`src/rtl/wt_pkg.sv`:
```
package wt_pkg;

    typedef enum logic [1:0] {
        VOL_MUTE    = 2'd0,
        VOL_FULL    = 2'd1,
        VOL_HALF    = 2'd2,
        VOL_QUARTER = 2'd3
    } vol_e;

    localparam int SAMPLE_W = 4;
    localparam int BYTE_W   = 8;
    localparam int GROUP    = 4;

    function automatic logic [SAMPLE_W-1:0] scale_sample(
        input logic [SAMPLE_W-1:0] s,
        input vol_e                v
    );
        case (v)
            VOL_FULL:    scale_sample = s;
            VOL_HALF:    scale_sample = s >> 1;
            VOL_QUARTER: scale_sample = s >> 2;
            default:     scale_sample = '0;
        endcase
    endfunction

    function automatic logic [SAMPLE_W-1:0] pick_nibble(
        input logic [BYTE_W-1:0] b,
        input logic              odd
    );
        pick_nibble = odd ? b[3:0] : b[7:4];
    endfunction

endpackage

```
`src/rtl/wt_stepper.sv`:
```
module wt_stepper #(
    parameter int FREQ_W = 11,
    parameter int POS_W  = 5
) (
    input  logic                         clk,
    input  logic                         rst,
    input  logic                         trig,
    input  logic [FREQ_W-1:0]            freq,
    input  logic [wt_pkg::SAMPLE_W-1:0]  nib_next,
    output logic [POS_W-1:0]             pos,
    output logic                         hold,
    output logic [wt_pkg::SAMPLE_W-1:0]  sample
);
    localparam int PER_W = FREQ_W + 1;
    localparam logic [PER_W-1:0] PER_TOP = PER_W'(2 ** FREQ_W);

    logic [PER_W-1:0] period;
    logic [PER_W-1:0] reload;
    logic             step;

    assign reload = PER_TOP - PER_W'(freq);
    assign step   = (period == PER_W'(1));

    always_ff @(posedge clk) begin
        if (rst) begin
            period <= '0;
            pos    <= '0;
            hold   <= 1'b0;
            sample <= '0;
        end else if (trig) begin
            period <= reload;
            pos    <= '0;
            hold   <= 1'b0;
            sample <= '0;
        end else if (step) begin
            period <= reload;
            pos    <= pos + POS_W'(1);
            hold   <= 1'b1;
            sample <= nib_next;
        end else begin
            if (period != '0) period <= period - PER_W'(1);
            hold <= 1'b0;
        end
    end

    p_step_advance_r1: assert property (@(posedge clk) disable iff (rst)
        (step && !trig) |=> (pos == $past(pos) + POS_W'(1)));
    p_reload_r1: assert property (@(posedge clk) disable iff (rst)
        trig |=> (period == PER_TOP - PER_W'($past(freq))));
    p_hold_rise_r4: assert property (@(posedge clk) disable iff (rst)
        (step && !trig) |=> hold);
    p_hold_one_r4: assert property (@(posedge clk) disable iff (rst)
        (!step) |=> !hold);
    p_trig_clear_r8: assert property (@(posedge clk) disable iff (rst)
        trig |=> (pos == '0 && !hold && sample == '0));

endmodule

```
`src/rtl/wt_store.sv`:
```
module wt_store #(
    parameter int POS_W = 5
) (
    input  logic                         clk,
    input  logic                         rst,
    input  logic                         color,
    input  logic                         en,
    input  logic                         hold,
    input  logic                         trig,
    input  logic [POS_W-1:0]             pos,
    input  logic [POS_W-2:0]             addr,
    input  logic                         wr,
    input  logic [wt_pkg::BYTE_W-1:0]    wdata,
    output logic [wt_pkg::BYTE_W-1:0]    rdata,
    output logic [wt_pkg::SAMPLE_W-1:0]  nib_next
);
    import wt_pkg::*;

    localparam int IDX_W = POS_W - 1;
    localparam int BYTES = 2 ** IDX_W;

    logic [BYTES-1:0][BYTE_W-1:0] mem;
    logic [IDX_W-1:0]             idx;
    logic [POS_W-1:0]             nxt;
    logic                         gate_open;
    logic                         corrupt;

    assign idx       = pos[POS_W-1:1];
    assign nxt       = pos + POS_W'(1);
    assign gate_open = color || hold;
    assign corrupt   = trig && !color && hold;
    assign nib_next  = pick_nibble(mem[nxt[POS_W-1:1]], nxt[0]);

    always_comb begin
        if (!en)            rdata = mem[addr];
        else if (gate_open) rdata = mem[idx];
        else                rdata = 8'hFF;
    end

    always_ff @(posedge clk) begin
        if (rst) begin
            mem <= '0;
        end else begin
            if (corrupt) begin
                if (idx < IDX_W'(GROUP)) begin
                    mem[0] <= mem[idx];
                end else begin
                    for (int k = 0; k < GROUP; k++)
                        mem[k] <= mem[{idx[IDX_W-1:2], 2'(k)}];
                end
            end
            if (wr) begin
                if (!en)            mem[addr] <= wdata;
                else if (gate_open) mem[idx]  <= wdata;
            end
        end
    end

    p_drop_write_r6: assert property (@(posedge clk) disable iff (rst)
        (en && !color && !hold && wr && !trig) |=> $stable(mem));
    p_corrupt_low_r7: assert property (@(posedge clk) disable iff (rst)
        (corrupt && idx < IDX_W'(GROUP) && !wr) |=> (mem[0] == $past(mem[idx])));
    p_no_corrupt_r7: assert property (@(posedge clk) disable iff (rst)
        (trig && !hold && !wr) |=> $stable(mem));

endmodule

```
`src/rtl/wavetable_voice.sv`:
```
module wavetable_voice #(
    parameter int FREQ_W  = 11,
    parameter int POS_W   = 5,
    parameter int LEN_MAX = 256,
    localparam int LEN_W  = $clog2(LEN_MAX + 1)
) (
    input  logic              clk,
    input  logic              rst,
    input  logic              color_mode,
    input  logic              dac_en,
    input  logic [FREQ_W-1:0] freq,
    input  logic [1:0]        vol_code,
    input  logic              trigger,
    input  logic              len_load,
    input  logic [LEN_W-1:0]  len_value,
    input  logic [POS_W-2:0]  ram_addr,
    input  logic              ram_wr,
    input  logic [7:0]        ram_wdata,
    output logic [7:0]        ram_rdata,
    output logic [3:0]        level,
    output logic              ch_enabled,
    output logic [POS_W-1:0]  play_pos,
    output logic              hold_active,
    output logic [LEN_W-1:0]  length
);
    import wt_pkg::*;

    logic [SAMPLE_W-1:0] nib_next;
    logic [SAMPLE_W-1:0] sample;

    wt_stepper #(.FREQ_W(FREQ_W), .POS_W(POS_W)) u_step (
        .clk      (clk),
        .rst      (rst),
        .trig     (trigger),
        .freq     (freq),
        .nib_next (nib_next),
        .pos      (play_pos),
        .hold     (hold_active),
        .sample   (sample)
    );

    wt_store #(.POS_W(POS_W)) u_store (
        .clk      (clk),
        .rst      (rst),
        .color    (color_mode),
        .en       (ch_enabled),
        .hold     (hold_active),
        .trig     (trigger),
        .pos      (play_pos),
        .addr     (ram_addr),
        .wr       (ram_wr),
        .wdata    (ram_wdata),
        .rdata    (ram_rdata),
        .nib_next (nib_next)
    );

    assign level = scale_sample(sample, vol_e'(vol_code));

    always_ff @(posedge clk) begin
        if (rst) begin
            ch_enabled <= 1'b0;
            length     <= '0;
        end else if (trigger) begin
            ch_enabled <= dac_en;
            if (length == '0) length <= LEN_W'(LEN_MAX);
        end else if (len_load) begin
            length <= len_value;
        end
    end

    p_len_reload_r8: assert property (@(posedge clk) disable iff (rst)
        (trigger && length == '0) |=> (length == LEN_W'(LEN_MAX)));
    p_enable_follow_r8: assert property (@(posedge clk) disable iff (rst)
        trigger |=> (ch_enabled == $past(dac_en)));
    p_closed_read_r5: assert property (@(posedge clk) disable iff (rst)
        (ch_enabled && !color_mode && !hold_active) |-> (ram_rdata == 8'hFF));
    p_mute_r3: assert property (@(posedge clk) disable iff (rst)
        (vol_code == 2'd0) |-> (level == 4'd0));

endmodule

```
`config.mk`:
```
export PLATFORM = sky130hd
export DESIGN_NAME = wavetable_voice
export DESIGN_NICKNAME = d
export VERILOG_FILES = /design/src/rtl/wt_pkg.sv /design/src/rtl/wt_stepper.sv /design/src/rtl/wt_store.sv /design/src/rtl/wavetable_voice.sv
export SDC_FILE = /design/constraint.sdc
export NUM_CORES = 1
export LEC_CHECK = 0
export BUFFER_PORTS_ARGS = -buffer_cell sky130_fd_sc_hd__buf_2
export CAP_MARGIN = 10
export CORE_MARGIN = 2
export CORE_UTILIZATION = 45
export DETAILED_ROUTE_END_ITERATION = 16
export GPL_ROUTABILITY_DRIVEN = 0
export PLACE_DENSITY_LB_ADDON = 0.2
export SETUP_SLACK_MARGIN = 0.2
export SKIP_LAST_GASP = 1
export SLEW_MARGIN = 20
export SYNTH_ARGS = -nofsm -noshare
export SYNTH_HDL_FRONTEND = slang
export SYNTH_HIERARCHICAL = 1
export SYNTH_SLANG_ARGS = --single-unit
```
`constraint.sdc`:
```
create_clock -name clk -period 7.4 [get_ports clk]
set_clock_uncertainty 0.05 [all_clocks]
set_input_delay 1.48 -clock clk [delete_from_list [all_inputs] [get_ports clk]]
set_output_delay 1.48 -clock clk [all_outputs]
set_load 0.05 [all_outputs]
```
After elaboration in Yosys (flattened, before gate mapping)
Index checks and enable logic that the tools add are counted.
{"block": "classes", "magnitude_cmp": 10, "muxes": 38, "n_eq_ne": 6, "n_reduce_logical": 13, "n_addsub": 3}
{"operator": "128-bit bitwise mux", "count": 2}
{"operator": "128-bit 2-to-1 mux", "count": 2}
{"operator": "8-bit binary-select mux with 4-bit select", "count": 3}
{"operator": "32-bit 2-to-1 mux", "count": 3}
{"operator": "8-bit 2-to-1 mux", "count": 12}
{"operator": "8-bit binary-select mux with 2-bit select", "count": 4}
{"operator": "8-bit demux with 4-bit select", "count": 2}
{"operator": "12-bit 2-to-1 mux", "count": 3}
{"operator": "4-bit by 5-bit < comparator with 1-bit output, second input constant", "count": 7}
{"operator": "9-bit 2-to-1 mux", "count": 3}
{"operator": "24-bit 2-to-1 mux", "count": 1}
{"operator": "12-bit by 1-bit == test with 1-bit output, second input constant", "count": 1}
{"operator": "4-bit one-hot mux with 3 select lines", "count": 1}
{"operator": "12-bit nonzero test", "count": 1}
{"operator": "12-bit by 1-bit subtractor with 12-bit output, second input constant", "count": 1}
{"operator": "12-bit by 11-bit subtractor with 12-bit output, first input constant", "count": 1}
{"operator": "9-bit zero test", "count": 1}
{"operator": "4-bit by 1-bit greater-or-equal comparator with 1-bit output, second input constant", "count": 2}
{"operator": "5-bit by 1-bit adder with 5-bit output, second input constant", "count": 1}
{"operator": "2-bit == test, second input constant", "count": 2}
{"operator": "1-bit logical AND", "count": 4}
{"operator": "4-bit by 3-bit < comparator with 1-bit output, second input constant", "count": 1}
{"operator": "4-bit 2-to-1 mux", "count": 1}
{"operator": "2-bit by 1-bit inequality test with 1-bit output, second input constant", "count": 2}
{"operator": "other kinds (8)", "count": 9}
{"block": "word_totals", "elab_cells": 92, "output_inout_bits": 28, "inputBits": 41, "ff_bits": 160}

Logic depth before layout (Yosys ltp)
Gate-level depths: netlist (run 1).
{"block": "depth", "word_depth": 9, "depth_mapped": 11, "ltp_nobuf": 9}

Cells and area by module
Netlist (run 1), hierarchy kept.
{"mod": "wt_store", "cells_per_inst": 1028, "n_inst": 1, "area_per_inst_um2": 9063.7}
{"mod": "wt_stepper", "cells_per_inst": 151, "n_inst": 1, "area_per_inst_um2": 1300.0}
{"mod": "wavetable_voice", "cells_per_inst": 59, "n_inst": 1, "area_per_inst_um2": 475.5}

Worst setup path after synthesis (run 1)
OpenSTA, ideal clock, no wires.
{"block": "synth_path", "path_type": "input to output", "start": "input ram_addr[1]", "end": "output ram_rdata[1]", "required_time_ns": 5.870, "path_stages": 6, "n_path_buf": 2, "slack_ns": 2.620, "t_arrival_ns": 3.250, "path_cell_list": "buf_2 > clkbuf_1 > mux4_2 > mux4_2 > nor2_1 > a21oi_1"}
{"block": "synth_between", "elab_chain_len": 3}
{"item": "from (decl)", "line": "wavetable_voice.sv:16", "rtl": "input logic [POS_W-2:0] ram_addr,"}
{"item": "8-bit binary-select mux with 4-bit select", "line": "wt_store.sv:35", "rtl": "if (!en) rdata = mem[addr];"}
{"item": "8-bit 2-to-1 mux (implied by the code)", "line": "wt_store.sv:35"}
{"item": "8-bit 2-to-1 mux", "line": "wt_store.sv:35"}
{"item": "to (decl)", "line": "wavetable_voice.sv:19", "rtl": "output logic [7:0] ram_rdata,"}
Every way passes these cells. The select of a mux whose other input is x is not followed.

Final worst setup path (run 1)
{"block": "layout_path", "start": "input ram_addr[0]", "end": "output ram_rdata[4]"}
The elaborated chain is that of the path after synthesis.

==> results of run 1 <==
[per-layer routing]
metal / share of wire, % / track usage [%]
met1: 39 / 36.4
met3: 10 / 5.89
met5: 0 / 0
met4: 5.9 / 16.4
met2: 45 / 45.9
[cells in the final DEF, fill, tap and decap left out, types with 5 or more instances in the layout]
cell type,n
nand2_1,193
dfxtp_1,156
nor2_1,153
mux2i_1,117
buf_2,67
a21oi_1,57
mux4_2,55
nand3_1,52
or3_1,29
mux2_2,29
a221oi_1,25
nand4_1,22
o22ai_1,19
clkbuf_16,17
buf_4,17
a31oi_1,16
a211oi_1,15
nor3_1,14
o21ai_0,13
inv_1,10
a22o_1,10
nand3b_1,10
or4_1,8
nor2b_1,7
xor2_1,7
xnor2_1,7
nand2b_1,6
nor4_1,6
ha_1,6
mux4_1,6
o31ai_1,5
and3_1,5
a32o_1,5
and2_1,5
a32oi_1,5
[flip-flops by register name, summed over array words and instances, names as in the netlist]
register / cells
ch_enabled: 1
u_step/pos: 5
u_step/period: 12
u_step/hold: 1
length: 9
u_step/sample: 4
u_store/mem: 128
[power by group]
| group | total (mW) | leakage [nW] | switching, mW | internal (mW) |
|---|---|---|---|---|
| Clock | 0.886 | 0.269 | 0.390 | 0.496 |
| Combinational | 0.252 | 2.98 | 0.159 | 0.0924 |
| Sequential | 0.912 | 1.30 | 0.0285 | 0.883 |
| Total | 2.05 | 4.54 | 0.577 | 1.47 |
[cells by family (layout without fill, tap and decap cells)]
group                    Yosys count  count (layout)  share of synthesized area (%)
AO/OA/AOI/OAI                    199             199                           12.7
buffers and inverters            109             125                           4.99
flip-flops                       160             160                           29.6
AND/OR/NAND/NOR                  538             538                           23.2
adder cells (fa/ha/maj)            6               6                          0.693
multiplexers                     210             210                           27.4
XOR/XNOR                          16              16                           1.54
other                              0               1                              0
[worst max-delay path by stage]
stage	startpoint	to	slack [ns]	cells after the start
floorplan	ram_addr[1]	ram_rdata[1]	2.62	6
detailed placement	ram_addr[0]	ram_rdata[4]	1.96	7
CTS	ram_addr[0]	ram_rdata[4]	1.96	7
global placement	ram_addr[0]	ram_rdata[4]	2.02	7
global route	ram_addr[0]	ram_rdata[4]	1.81	7
finish	ram_addr[0]	ram_rdata[4]	1.98	7
[critical path, stage by stage]
cell and delay, ns:
buf_2 0.46, buf_4 0.45, mux4_1 0.59, mux4_2 0.45, nor2_1 0.10, a21oi_1 0.08, buf_2 0.25
[through the flow]
| stage | utilization (%) | std cells | area (sq um) | hold slack, ns | worst slack (ns) |
|---|---|---|---|---|---|
| after floorplan | - | 1238 | 10800 | 0.414 | 2.62 |
| after global routing | 50.1 | 1574 | 11800 | 0.450 | 1.81 |
| after global placement | 47.7 | 1542 | 11200 | 0.405 | 2.02 |
| after CTS | 50.1 | 1573 | 11800 | 0.425 | 1.96 |
| after detailed placement | 47.7 | 1542 | 11200 | 0.415 | 1.96 |
| final | 50.1 | 1574 | 11800 | 0.424 | 1.98 |
[final cells by class]
| type | instances | share of cell area (%) |
|---|---|---|
| Multi-Input combinational cell | 969 | 60.3 |
| Sequential cell | 160 | 27.2 |
| Timing Repair Buffer | 84 | 3.93 |
| Clock buffer | 18 | 3.64 |
| Tap cell | 319 | 3.38 |
| Clock inverter | 13 | 1.19 |
| Inverter | 10 | 0.318 |
| Antenna cell | 1 | 0.0212 |
==> flow_metrics.py, run 1 <==
metrics = {
    "run_status": {
        "status": "completed",
    },
    "die": {
        "dieArea_sq_mm": 0.0253,
        "die_h_microns": 159,
        "ioPinCount": 69,
        "num_rows": 56,
        "coreArea_sq_mm": 0.0235,
        "die_w_microns": 159,
        "start_util_pct": 46.0,
    },
    "setup_path": {
        "critPathMaxFanout": 21,
        "r2r_slack_ns": 3.90,
        "worst_ep_arrival_time_ns": 3.89,
        "critPathCaptureType": "output port",
        "path_class": "primary input to output port",
        "crit_required_ns": 5.87,
        "startpoint_type": "primary input",
        "r2r-end": "u_step/sample[2]$_SDFFE_PP0P_",
        "rr_startpoint": "u_step/pos[1]$_SDFFE_PP0P_",
        "reg2reg_depth": 9,
    },
    "place": {
        "place.port_buffers": 68,
        "dp_hpwl_mm": 23.2,
    },
    "final_layout": {
        "nets": 1289,
        "multi_input_area_sq_mm": 0.00711,
        "fill_cells": 2245,
        "area_growth_pct": 8.81,
        "seqCellArea_sq_mm": 0.00321,
        "layout-drive-gt1-share_pct": 18.7,
    },
    "power_and_ir_drop": {
        "power_mw": 2.05,
        "power.leakage_nw": 4.54,
        "p_per_area_mw_per_mm2": 174,
        "ir_worst_vdd_mv": 0.155,
    },
    "sta": {
        "tns_ns": 0,
        "report.final.slew_viol_count": 0,
        "hold_viol_final": 0,
        "tightest_slew_ns": 1.08,
        "fmax_ghz": 0.185,
        "report.final.setup_viol": 0,
        "period_needed_ns": 5.42,
        "slew_headroom_pct": 27.9,
        "fin_crit_sh_pct": 73.2,
        "rsz0062_at_grt": "no",
    },
    "clock_tree": {
        "cts_tree": "yes",
        "post_cts_buffers": 0,
        "clockBufferDepth": 2,
        "cts.hold.buffers_added": 0,
        "numCtsBuffers": 17,
        "cts-root-buf": "clkbuf_16",
        "cts_resized": 0,
        "clk_latency_ns": 0.44,
        "clkSinkCount": 160,
        "htreeDepth": 4,
        "cts.clk_slew.worst_paths_ns": 0.06,
    },
    "global_routing": {
        "grt_pass1_wl_mm": 56.5,
        "grt_start_max_net_pins": 96,
        "grt_pass1_vias": 9493,
        "overflow": 0,
        "track_usage_pct": 28.8,
        "grt_antenna_before_repair": 1,
    },
    "synth": {
        "ys_seq_area_share_pct": 29.6,
        "synth_area_per_cell_sq_um": 8.76,
        "syn_area_sq_mm": 0.0108,
        "async_reset_ff_share_pct": 0,
        "yosys.area.top_type": "dfxtp_1",
        "ys_ff_latch": 160,
        "yosys-top-cells-area": "dfxtp_1 30%, mux4_2 11%, mux2i_1 11%, nand2_1 6.7%, nor2_1 5.3%",
        "synth_edf_count": 0,
        "synth_nets": 1285,
        "yosys-top-cells-count": "193 x nand2_1, 160 x dfxtp_1, 154 x nor2_1",
        "ys_types": 70,
        "synth_warnings": 6,
        "synth_ff_type": "dfxtp_1",
        "syn_inst": 1238,
        "synth_top_area_share_pct": 29.6,
        "yosys.cell_count.top_type": "nand2_1",
    },
    "routing": {
        "vias_per_cell": 6.50,
        "ant_nets": 0,
        "first_iter_violations": 1346,
        "dr.pass1.iters": 9,
        "drc": 0,
        "vias": 10234,
        "wl_per_cell_microns": 23.7,
        "wl_mm": 37.3,
    },
    "job": {
        "cap_violations": 0,
    },
    "worst_hold_path": {
        "min_path_cells": 2,
        "hp-start": "length[1]$_SDFFE_PP0P_",
        "holdPathEnd": "length[1]$_SDFFE_PP0P_",
        "hold_class": "register to register",
    },
}
Note: power is estimated with default switching activity, not from simulation.
==> inputs of run 2 (changes only) <==
==> constraint.sdc (replaced) <==
create_clock -name clk -period 4.9 [get_ports clk]
set_clock_uncertainty 0.05 [all_clocks]
set_input_delay 0.98 -clock clk [delete_from_list [all_inputs] [get_ports clk]]
set_output_delay 0.98 -clock clk [all_outputs]
set_load 0.05 [all_outputs]
==> run 2 against run 1 <==
Sequential share of layout area down 0.26 points. Die area unchanged. Register-to-register slack worse by 2.4 ns. Combinational power up 52%. Final cell count up 0.57%. Critical path type unchanged. Largest power group is now the clock network. Highest routed layer unchanged.
==> flow_metrics.py, run 2 (same netlist as run 1, synthesis figures left out) <==
metrics = {
    "run_status": {
        "status": "completed",
    },
    "final_layout": {
        "reg.largest.list": "u_store/mem (128), u_step/period (12), length (9)",
        "layout_common_cells": "193 x nand2_1, 156 x dfxtp_1, 153 x nor2_1",
        "nets": 1298,
        "largest_reg_flops": 128,
        "area_growth_pct": 9.85,
        "final_common_cell": "nand2_1",
        "diodes": 0,
        "multi_input_area_sq_mm": 0.00711,
        "layout-drive-gt1-share_pct": 19.1,
        "fill_cells": 2227,
        "seqCellArea_sq_mm": 0.00321,
        "top_register": "u_store/mem",
    },
    "worst_hold_path": {
        "hold_class": "register to register",
    },
    "power_and_ir_drop": {
        "p_per_area_mw_per_mm2": 265,
        "comb_power_share_pct": 12.2,
        "ir_worst_vdd_mv": 0.254,
        "power.leakage_nw": 4.61,
        "p_switching_mw": 0.853,
        "p_sw_share_pct": 27.1,
        "seq_power_share_pct": 43.8,
        "clock_power_share_pct": 44.1,
        "p_int_mw": 2.30,
    },
    "sta": {
        "report.final.setup_viol": 0,
        "layout_setup_ws_ns": 0.483,
        "fin_crit_sh_pct": 90.2,
        "tns_ns": 0,
        "rsz0062_at_grt": "no",
        "slew_headroom_pct": 32.2,
        "tightest_slew_ns": 1.02,
        "period_needed_ns": 4.42,
        "report.final.slew_viol_count": 0,
        "hold_viol_final": 0,
        "fmax_ghz": 0.226,
    },
    "clock_tree": {
        "cts.hold.buffers_added": 0,
        "htreeDepth": 4,
        "clockBufferDepth": 2,
        "numCtsBuffers": 17,
        "cts_resized": 0,
        "clkSinkCount": 160,
        "clk_latency_ns": 0.44,
        "post_cts_buffers": 0,
        "cts_tree": "yes",
        "cts-root-buf": "clkbuf_16",
        "cts.clk_slew.worst_paths_ns": 0.06,
    },
    "die": {
        "start_util_pct": 46.0,
        "die_h_microns": 159,
        "ioPinCount": 69,
        "num_rows": 56,
        "dieArea_sq_mm": 0.0253,
        "die_w_microns": 159,
        "coreArea_sq_mm": 0.0235,
    },
    "global_routing": {
        "grt_pass1_wl_mm": 56.4,
        "grt_start_max_net_pins": 69,
        "grt_pass1_vias": 9436,
        "overflow": 0,
        "track_usage_pct": 28.6,
        "grt_antenna_before_repair": 0,
    },
    "place": {
        "dp_hpwl_mm": 24.1,
        "place.port_buffers": 68,
        "place_ws_ns": 0.477,
    },
    "routing": {
        "vias_per_cell": 6.48,
        "wl_mm": 37.3,
        "ant_nets": 0,
        "dr.pass1.iters": 6,
        "vias": 10251,
        "first_iter_violations": 1495,
        "wl_per_cell_microns": 23.5,
        "drc": 0,
    },
    "setup_path": {
        "crit_required_ns": 3.87,
        "critPathMaxFanout": 24,
        "worst_ep_arrival_time_ns": 3.39,
        "path_class": "primary input to output port",
        "startpoint_type": "primary input",
        "critPathCaptureType": "output port",
    },
    "job": {
        "cap_violations": 0,
    },
}
## run 2: cell count changes in the layout (fill, tap and decap cells not counted), sizes merged
cell / change
buf: +9
bufinv: +1
clkbuf: +3
clkinv: -1
clkinvlp: -2
diode: -1
## run 2: metrics by stage
| step | hold WS (ns) | area (sq um) | power (mW) | cells | util (%) |
|---|---|---|---|---|---|
| global placement | 0.404 | 11300 | 1.78 | 1551 | 48.0 |
| floorplan | 0.414 | 10800 | 1.67 | 1238 | - |
| detailed placement | 0.419 | 11300 | 1.78 | 1551 | 48.0 |
| finish | 0.429 | 11900 | 3.15 | 1583 | 50.6 |
| global route | 0.454 | 11900 | 3.25 | 1583 | 50.6 |
| CTS | 0.428 | 11900 | 3.17 | 1583 | 50.6 |
## run 2: final timing paths
check	to	slack [ns]	depth (start not counted)	from
max	ram_rdata[1]	0.48	7	ram_addr[0]
min	length[5]$_SDFFE_PP0P_	0.43	2	length[5]$_SDFFE_PP0P_
max reg2reg	u_step/sample[2]$_SDFFE_PP0P_	1.53	8	u_step/pos[1]$_SDFFE_PP0P_
min reg2reg	length[5]$_SDFFE_PP0P_	0.43	2	length[5]$_SDFFE_PP0P_
## run 2: power groups by stage
stage	combinational [mW]	clock [mW]	sequential, mW
finish	0.383	1.39	1.38
global route	0.410	1.46	1.38
CTS	0.379	1.41	1.38
detailed placement	0.377	0	1.41
global placement	0.373	0	1.40
floorplan	0.267	0	1.40
## run 2: cell type report
type	instances	area share, %
multi-input combinational	969	59.7
sequential	160	26.9
timing repair buffer	93	4.56
clock buffer	21	3.78
tap	319	3.35
clock inverter	11	1.31
inverter	10	0.315
## run 2: critical path, stage by stage
cell,delay (ns)
buf_2,0.60
buf_4,0.36
mux4_1,0.56
mux4_2,0.46
nor2_1,0.09
a21oi_1,0.07
buf_2,0.24
## run 2: metal layers
metal  vias up  share of wire, %  track usage [%]
li1       4585                 -                -
met1      4880                39             37.1
met2       640                45             44.8
met3       146               9.7             5.26
met4         0               6.1             16.7
met5         -                 0                0
